**src/rtl/patseq_pkg.sv**
```systemverilog
package patseq_pkg;
  typedef enum logic [2:0] {
    OP_COUNT  = 3'd0,
    OP_REPEAT = 3'd1,
    OP_HOLD   = 3'd2,
    OP_GOTO   = 3'd3,
    OP_CALL   = 3'd4,
    OP_RET    = 3'd5,
    OP_HALT   = 3'd6
  } op_e;
  localparam int OP_W = 3;
endpackage

```
**src/rtl/patseq_mem.sv**
```systemverilog
module patseq_mem #(
  parameter int DATA_W = 32,
  parameter int ADDR_W = 6,
  parameter int ARG_W  = 9
) (
  input  logic              clk,
  input  logic              wr_en,
  input  logic [ADDR_W-1:0] wr_addr,
  input  logic [2:0]        wr_op,
  input  logic [ARG_W-1:0]  wr_arg,
  input  logic [DATA_W-1:0] wr_data,
  input  logic [ADDR_W-1:0] rd_addr,
  output logic [2:0]        rd_op,
  output logic [ARG_W-1:0]  rd_arg,
  output logic [DATA_W-1:0] rd_data
);
  localparam int DEPTH = 1 << ADDR_W;
  localparam int WORD_W = 3 + ARG_W + DATA_W;

  logic [WORD_W-1:0] store [DEPTH];

  // one write-enabled register row per step
  for (genvar g = 0; g < DEPTH; g++) begin : g_row
    logic row_we;
    assign row_we = wr_en && (wr_addr == ADDR_W'(g));
    always_ff @(posedge clk) begin
      if (row_we) store[g] <= {wr_op, wr_arg, wr_data};
    end
  end

  logic [WORD_W-1:0] rd_word;
  assign rd_word = store[rd_addr];
  assign rd_data = rd_word[DATA_W-1:0];
  assign rd_arg  = rd_word[DATA_W +: ARG_W];
  assign rd_op   = rd_word[DATA_W+ARG_W +: 3];
endmodule

```
**src/rtl/patseq_stack.sv**
```systemverilog
module patseq_stack #(
  parameter int ADDR_W = 6,
  parameter int DEPTH  = 4
) (
  input  logic              clk,
  input  logic              rst_n,
  input  logic              push,
  input  logic              pop,
  input  logic [ADDR_W-1:0] push_addr,
  output logic [ADDR_W-1:0] top_addr,
  output logic              full,
  output logic              empty
);
  localparam int SP_W  = $clog2(DEPTH + 1);
  localparam int IDX_W = $clog2(DEPTH);

  logic [SP_W-1:0]   sp_q, sp_n;
  logic [ADDR_W-1:0] slot [DEPTH];
  logic [IDX_W-1:0]  wr_idx, rd_idx;

  assign wr_idx = IDX_W'(sp_q);
  assign rd_idx = IDX_W'(sp_q - SP_W'(1));
  assign full   = (sp_q == SP_W'(DEPTH));
  assign empty  = (sp_q == '0);
  assign top_addr = slot[rd_idx];

  always_comb begin
    sp_n = sp_q;
    if (push) sp_n = sp_q + SP_W'(1);
    else if (pop) sp_n = sp_q - SP_W'(1);
  end

  always_ff @(posedge clk or negedge rst_n) begin
    if (!rst_n) sp_q <= '0;
    else if (push || pop) sp_q <= sp_n;
  end

  for (genvar g = 0; g < DEPTH; g++) begin : g_slot
    logic slot_we;
    assign slot_we = push && (wr_idx == IDX_W'(g));
    always_ff @(posedge clk) begin
      if (slot_we) slot[g] <= push_addr;
    end
  end

  p_no_push_full_r8: assert property (@(posedge clk) disable iff (!rst_n)
    push |-> !full);
  p_no_pop_empty_r8: assert property (@(posedge clk) disable iff (!rst_n)
    pop |-> !empty);
  p_sp_bound_r6: assert property (@(posedge clk) disable iff (!rst_n)
    sp_q <= SP_W'(DEPTH));
  p_single_op_r6: assert property (@(posedge clk) disable iff (!rst_n)
    push |=> (sp_q == $past(sp_q) + SP_W'(1)));
endmodule

```
**src/rtl/patseq_ctrl.sv**
```systemverilog
module patseq_ctrl
  import patseq_pkg::*;
#(
  parameter int DATA_W = 32,
  parameter int ADDR_W = 6,
  parameter int ARG_W  = 9
) (
  input  logic              clk,
  input  logic              rst_n,
  input  logic              run_i,
  input  logic [2:0]        op_i,
  input  logic [ARG_W-1:0]  arg_i,
  input  logic [DATA_W-1:0] data_i,
  output logic [ADDR_W-1:0] pc_o,
  output logic              push_o,
  output logic              pop_o,
  output logic [ADDR_W-1:0] push_addr_o,
  input  logic [ADDR_W-1:0] top_addr_i,
  input  logic              st_full_i,
  input  logic              st_empty_i,
  output logic [DATA_W-1:0] pat_o,
  output logic              halted_o,
  output logic              err_o
);
  localparam logic [ARG_W-1:0] ONE = ARG_W'(1);

  logic [ADDR_W-1:0] pc_q, pc_n, pc_inc;
  logic              mid_q, mid_n;
  logic [ARG_W-1:0]  cnt_q, cnt_n;
  logic [DATA_W-1:0] pat_q, pat_n;
  logic              halt_q, halt_n;
  logic              err_q, err_n;
  logic              step_en;
  logic [ARG_W-1:0]  rep_eff, cnt_val;

  assign step_en = run_i && !halt_q;
  assign pc_inc  = pc_q + ADDR_W'(1);
  assign rep_eff = mid_q ? cnt_q : ((arg_i == '0) ? ONE : arg_i);
  assign cnt_val = mid_q ? cnt_q : data_i[ARG_W-1:0];

  always_comb begin
    pc_n   = pc_q;
    mid_n  = mid_q;
    cnt_n  = cnt_q;
    pat_n  = pat_q;
    halt_n = halt_q;
    err_n  = err_q;
    push_o = 1'b0;
    pop_o  = 1'b0;
    if (step_en) begin
      case (op_i)
        OP_REPEAT, OP_HOLD: begin
          if (op_i == OP_REPEAT) pat_n = data_i;
          if (rep_eff == ONE) begin
            pc_n  = pc_inc;
            mid_n = 1'b0;
          end else begin
            cnt_n = rep_eff - ONE;
            mid_n = 1'b1;
          end
        end
        OP_COUNT: begin
          pat_n = {{(DATA_W-ARG_W){1'b0}}, cnt_val};
          if (cnt_val >= arg_i) begin
            pc_n  = pc_inc;
            mid_n = 1'b0;
          end else begin
            cnt_n = cnt_val + ONE;
            mid_n = 1'b1;
          end
        end
        OP_GOTO: begin
          pat_n = data_i;
          pc_n  = arg_i[ADDR_W-1:0];
          mid_n = 1'b0;
        end
        OP_CALL: begin
          if (st_full_i) begin
            err_n  = 1'b1;
            halt_n = 1'b1;
          end else begin
            push_o = 1'b1;
            pat_n  = data_i;
            pc_n   = arg_i[ADDR_W-1:0];
            mid_n  = 1'b0;
          end
        end
        OP_RET: begin
          if (st_empty_i) begin
            err_n  = 1'b1;
            halt_n = 1'b1;
          end else begin
            pop_o = 1'b1;
            pat_n = data_i;
            pc_n  = top_addr_i;
            mid_n = 1'b0;
          end
        end
        default: halt_n = 1'b1;
      endcase
    end
  end

  always_ff @(posedge clk or negedge rst_n) begin
    if (!rst_n) begin
      pc_q   <= '0;
      mid_q  <= 1'b0;
      cnt_q  <= '0;
      pat_q  <= '0;
      halt_q <= 1'b0;
      err_q  <= 1'b0;
    end else if (step_en) begin
      pc_q   <= pc_n;
      mid_q  <= mid_n;
      cnt_q  <= cnt_n;
      pat_q  <= pat_n;
      halt_q <= halt_n;
      err_q  <= err_n;
    end
  end

  assign pc_o        = pc_q;
  assign push_addr_o = pc_inc;
  assign pat_o       = pat_q;
  assign halted_o    = halt_q;
  assign err_o       = err_q;

  p_halt_sticky_r7: assert property (@(posedge clk) disable iff (!rst_n)
    halt_q |=> (halt_q && $stable(pat_q)));
  p_pause_freeze_r9: assert property (@(posedge clk) disable iff (!rst_n)
    !run_i |=> ($stable(pat_q) && $stable(pc_q) && $stable(cnt_q)));
  p_err_halts_r8: assert property (@(posedge clk) disable iff (!rst_n)
    err_q |-> halt_q);
  p_count_ceiling_r3: assert property (@(posedge clk) disable iff (!rst_n)
    (step_en && mid_q && op_i == OP_COUNT) |-> (cnt_q <= arg_i));
  p_hold_keeps_r4: assert property (@(posedge clk) disable iff (!rst_n)
    (step_en && op_i == OP_HOLD) |=> $stable(pat_q));
endmodule

```
**src/rtl/patseq_top.sv**
```systemverilog
module patseq_top #(
  parameter int DATA_W = 32,
  parameter int ADDR_W = 6,
  parameter int ARG_W  = 9,
  parameter int STK_D  = 4
) (
  input  logic              clk,
  input  logic              rst_n,
  input  logic              prog_we,
  input  logic [ADDR_W-1:0] prog_addr,
  input  logic [2:0]        prog_op,
  input  logic [ARG_W-1:0]  prog_arg,
  input  logic [DATA_W-1:0] prog_data,
  input  logic              run,
  input  logic              inhibit,
  output logic [DATA_W-1:0] pat_out,
  output logic              pat_oe,
  output logic              halted,
  output logic              stack_err
);
  logic [1:0] rst_sync;
  logic       rst_n_s;

  always_ff @(posedge clk or negedge rst_n) begin
    if (!rst_n) rst_sync <= 2'b00;
    else        rst_sync <= {rst_sync[0], 1'b1};
  end
  assign rst_n_s = rst_sync[1];

  logic [ADDR_W-1:0] pc, push_addr, top_addr;
  logic [2:0]        cur_op;
  logic [ARG_W-1:0]  cur_arg;
  logic [DATA_W-1:0] cur_data;
  logic              push, pop, st_full, st_empty;

  patseq_mem #(.DATA_W(DATA_W), .ADDR_W(ADDR_W), .ARG_W(ARG_W)) u_mem (
    .clk(clk), .wr_en(prog_we), .wr_addr(prog_addr), .wr_op(prog_op),
    .wr_arg(prog_arg), .wr_data(prog_data), .rd_addr(pc),
    .rd_op(cur_op), .rd_arg(cur_arg), .rd_data(cur_data)
  );

  patseq_stack #(.ADDR_W(ADDR_W), .DEPTH(STK_D)) u_stack (
    .clk(clk), .rst_n(rst_n_s), .push(push), .pop(pop),
    .push_addr(push_addr), .top_addr(top_addr),
    .full(st_full), .empty(st_empty)
  );

  patseq_ctrl #(.DATA_W(DATA_W), .ADDR_W(ADDR_W), .ARG_W(ARG_W)) u_ctrl (
    .clk(clk), .rst_n(rst_n_s), .run_i(run), .op_i(cur_op),
    .arg_i(cur_arg), .data_i(cur_data), .pc_o(pc),
    .push_o(push), .pop_o(pop), .push_addr_o(push_addr),
    .top_addr_i(top_addr), .st_full_i(st_full), .st_empty_i(st_empty),
    .pat_o(pat_out), .halted_o(halted), .err_o(stack_err)
  );

  assign pat_oe = !inhibit;
endmodule

```
**config.mk**
```make
export PLATFORM = sky130hd
export DESIGN_NAME = patseq_top
export DESIGN_NICKNAME = d
export VERILOG_FILES = /design/src/rtl/patseq_pkg.sv /design/src/rtl/patseq_mem.sv /design/src/rtl/patseq_stack.sv /design/src/rtl/patseq_ctrl.sv /design/src/rtl/patseq_top.sv
export SDC_FILE = /design/constraint.sdc
export NUM_CORES = 2
export LEC_CHECK = 0
export ABC_AREA = 0
export CORE_ASPECT_RATIO = 2
export CORE_MARGIN = 1
export CORE_UTILIZATION = 44
export DETAILED_ROUTE_END_ITERATION = 10
export PLACE_DENSITY = 0.62
export RECOVER_POWER = 100
export SETUP_SLACK_MARGIN = 0.5
export SYNTH_ARGS = -nofsm -noshare
export SYNTH_HDL_FRONTEND = slang
export SYNTH_SLANG_ARGS = --single-unit
```
**constraint.sdc**
```tcl
create_clock -name clk -period 1.8 [get_ports clk]
set_clock_uncertainty 0.2 [all_clocks]
set_input_delay 0.36 -clock clk [delete_from_list [all_inputs] [get_ports clk]]
set_output_delay 0.36 -clock clk [all_outputs]
set_load 0.1 [all_outputs]
```
==> impl_results.md <==
* Status: complete, but fails checks
* Failing checks: negative setup slack
* CP max FO at 16
* Compound-gate portion of the synthesized area at 1.514%
* Sink Count at 2895
* Area leader, netlist: edfxtp_1
* Setup Viol. Count Final at between 2000 and 2500
* Hold Path End: u_mem.store[15][37]$_DFFE_PP_
* First-pass GRT wire length at approximately 470 mm
* PortBufs at between 80 and 90
* Gpl congestion at 0.9324
* Vias at 57050
* Post-synthesis mux area share at 17.94%
* Reg clk slew, reported paths at about 0.070 ns
* Async set-reset flop share out of synthesis at 1.900%
* Worst relative slew slack at 1.853%
* Non-Filler Instances at 9267
* Post-Route WL at 348.8 mm
* Number of top-level pins at 90
* Setup ws final at -3.210 ns
* Hold Vio Cnt, Final at 0
* # H-tree levels at 4
* Hold WC Path Type: primary input to register
* Initial antenna violation count at 20
* DIE WIDTH at ~360 um
* Synth Area in Adders at less than 1%
* Seq cells post-synth at 2895
* Worst-Margin Slew at 1.472 ns
* Reg2reg setup slack at -3.21 ns
* Grt ovf at 0
* Share of layout cells above drive strength 1 at between 30% and 40%
* CTS tree: built
* Wire per inst at 37.64 um
* Pin count of the biggest net entering global routing at 65
* Critical path required time at 2.39 ns
* Startpoint Class: register
* Hold Path Origin: prog_addr[3]
* Share of the synthesized area in the top cell type at 76.26%
* Crit Path Category: register to register
* Layout Area Growth over Synthesis at 19.73%
* Register area share after synthesis at 77.49%
* Main synth FF type: edfxtp_1
* Met1 Usage GRT at 30.31%
* Static Leakage at 43.66 nW
* FF-to-FF path depth at 22
* Number of flops mapped to enable cells by yosys at 2840
* 1st-iter DRT viols at 6623
* Final Cycle Share at 278.3%
* FMAX at between 150 and 200 MHz
* Reg2reg start: u_ctrl.pc_o[0]$_DFFE_PN0P_
* Syn_area_per_cell at between 20 and 25 sq um
* Post-Synth Simple-Gate Area at 1.419%
* TritonCTS Buffers at 234
* Die Span Y at 715.0 um
* Critical Path End Type: register
* 1st-pass router iterations at 5
* Gr usage total at 26.71%
* Drt via density at ~6.2
* Placed Cells at 8653
* Cells on Worst Hold Path at 5
* Cell Pwr Density at about 1500 nW/um^2
* Root Driver: clkbuf_16
* Cells after Synth at between 4000 and 5000
* Starting Density at 44.24%
* Syn Nets at 4819
* Fin nets at between 5000 and 6000
* # rows at around 260
* Routing usage on met2 at roughly half
* Yosys cell types at 78
* CTS Buffer Depth at 4
* Max Cap Viol at 0
* Die Area at 256300 sq um
* Mapped Area at 111800 sq um
* Tmin final at ~5.0 ns
* Largest cells by area after synthesis: edfxtp_1 76%, mux4_2 16%, dfrtp_1 1.2%
* Remaining DRCs at 0
* Xor-xnor portion of the synthesized cell area at 0.1410%
* Critical path arrival at 5.60 ns
* RSZ-0062 raised after global routing: true
* Reg2reg end: u_ctrl.cnt_q[8]$_DFFE_PN0P_
* Later-pin clock latency in the skew report at 0.94 ns
* Main combinational cell family by area after synthesis: multiplexers
* Met3 GRT Util at 3.245%
* Yosys warns at 0
* Number of routed nets with antenna violations at 0
* Post-DP HPWL at 226.3 mm
* Vias in the first global route at just under 60000
* Worst VDD drop at 0.001010 V
* Max-slew violation count at 0
* Core box area at around 250000 sq um
* Design area at 133900 sq um
* Gr busiest metal: met2
* Dpl cell area at 125500 sq um
## power by group
part	total [mW]	internal [mW]	switching [mW]	leakage [nW]
clock	51.2	27.5	23.7	3.61
sequential	76.0	75.1	0.859	26.2
combinational	79.6	38.4	41.2	13.8
total	207	141	65.8	43.7
## cells in the final DEF (no fill, tap or decap), types with 19 or more instances in the layout
cell type     n
mux4_2      822
buf_4       481
clkinv_2     45
edfxtp_1   2840
o21ai_0      19
clkbuf_1     97
buf_16       20
mux2_2       27
o21ai_1      28
buf_6        83
buf_12      173
clkbuf_2    104
nor2_4       19
nand3_1      24
nand2_1      89
dfrtp_1      42
nor2_1       87
a22oi_1      19
bufinv_16    23
nand2b_1     24
clkbuf_4     50
clkbuf_16   257
clkinv_1     53
mux2i_1      97
buf_8        25
## synth_stat cells, types with 6 or more instances
cell type,count
a22oi_1,25
a221oi_1,14
o221ai_1,15
mux4_1,8
xor2_1,7
buf_4,36
nor3_1,9
edfxtp_1,2840
a221o_1,12
buf_1,55
clkbuf_1,95
dfrtp_1,55
inv_1,20
mux2_2,33
buf_2,40
mux2i_1,103
buf_8,8
nand3_1,29
mux4_2,819
nand2_1,107
nor2b_1,14
a21o_1,7
and2_1,8
buf_6,15
o22ai_1,8
o21ai_0,58
xnor2_1,11
a22o_1,10
ha_1,19
o21ai_1,6
nand4_1,6
nor2_1,110
nand2b_1,30
a21oi_1,22
## flip-flops by register name, summed over array words and instances (netlist names)
register	flops
u_mem.store	2816
u_ctrl.pat_o	32
u_stack.slot	24
u_ctrl.cnt_q	9
u_ctrl.pc_o	6
u_stack.sp_q	3
rst_sync	2
u_ctrl.err_o	1
u_ctrl.halted_o	1
u_ctrl.mid_q	1
## cells by family after synthesis
| kind of cell | count (synthesis) |
|---|---|
| xor gates and xnor gates | 18 |
| DFF | 2895 |
| muxes | 963 |
| buffers and inverters | 274 |
| adders and majority gates | 19 |
| AOI/OAI and AO/OA | 235 |
| and+or+nand+nor | 340 |
| other | 1 |
## repair_timing
action                                  in CTS  in global routing
setup buffers                               17                117
hold buffers                                13                  0
endpoints found under the setup margin    2952               3159
endpoints found under the hold margin     1019                  0
pin swaps                                   16                 40
resized for setup                          128                230
cloned                                      11                 26
## how the worst max path moves through the flow
stage,from,endpoint,depth (start not counted)
after floorplan,u_ctrl.pc_o[0]$_DFFE_PN0P_,u_ctrl.cnt_q[0]$_DFFE_PN0P_,21
after global placement,u_ctrl.pc_o[0]$_DFFE_PN0P_,u_ctrl.pc_o[1]$_DFFE_PN0P_,19
after detailed placement,u_ctrl.pc_o[0]$_DFFE_PN0P_,u_ctrl.pc_o[0]$_DFFE_PN0P_,17
after CTS,u_ctrl.pc_o[0]$_DFFE_PN0P_,u_ctrl.cnt_q[7]$_DFFE_PN0P_,23
after global routing,u_ctrl.pc_o[0]$_DFFE_PN0P_,u_ctrl.cnt_q[4]$_DFFE_PN0P_,21
final,u_ctrl.pc_o[0]$_DFFE_PN0P_,u_ctrl.cnt_q[8]$_DFFE_PN0P_,22
## layer usage
| metal | wire, um | share of wire (%) |
|---|---|---|
| met1 | 113600 | 33 |
| met2 | 186700 | 54 |
| met3 | 23240 | 6.7 |
| met4 | 25160 | 7.2 |
| met5 | 110 | 0.032 |
## critical path, stage by stage (launching register included)
cell,delay [ns]
dfrtp_4,0.44
buf_12,0.15
buf_12,0.15
buf_4,0.12
bufbuf_16,0.33
mux4_2,0.51
mux4_2,0.47
a22oi_2,0.15
nand2_2,0.17
ha_4,0.27
nand2b_4,0.13
a21o_1,0.16
a21o_1,0.17
a21o_1,0.16
a21o_1,0.19
a2111oi_4,0.29
o311a_1,0.20
buf_6,0.14
o21ai_4,0.06
buf_12,0.16
buf_6,0.12
nand2_1,0.05
o21ai_1,0.06
## cell type report
class | instances | area, sq um
fill | 19430 | 118900
sequential | 2895 | 86680
multi-input combinational | 1576 | 24500
timing repair buffer | 1055 | 11070
clock buffer | 283 | 6133
tap | 3287 | 4113
clock inverter | 138 | 1266
inverter | 24 | 100.1
antenna | 9 | 22.52
## through the flow
stage | hold slack, ns | TNS (ns) | total power, mW | setup slack [ns] | utilization (%)
6_report | 0.1181 | -427.76 | 206.9 | -3.210 | 52.97
5_1_grt | 0.1202 | -317.81 | 212.2 | -3.350 | 52.96
4_1_cts | -0.05771 | -236.89 | 202.2 | -3.109 | 53.02
3_5_place_dp | 0.01358 | -2609.51 | 148.6 | -3.629 | 49.66
3_3_place_gp | 0.01563 | -2589.78 | 148.4 | -3.607 | 49.66
2_1_floorplan | -0.1356 | -4587.79 | 119.5 | -2.728 | -
Power figures use the tool's default switching activity.
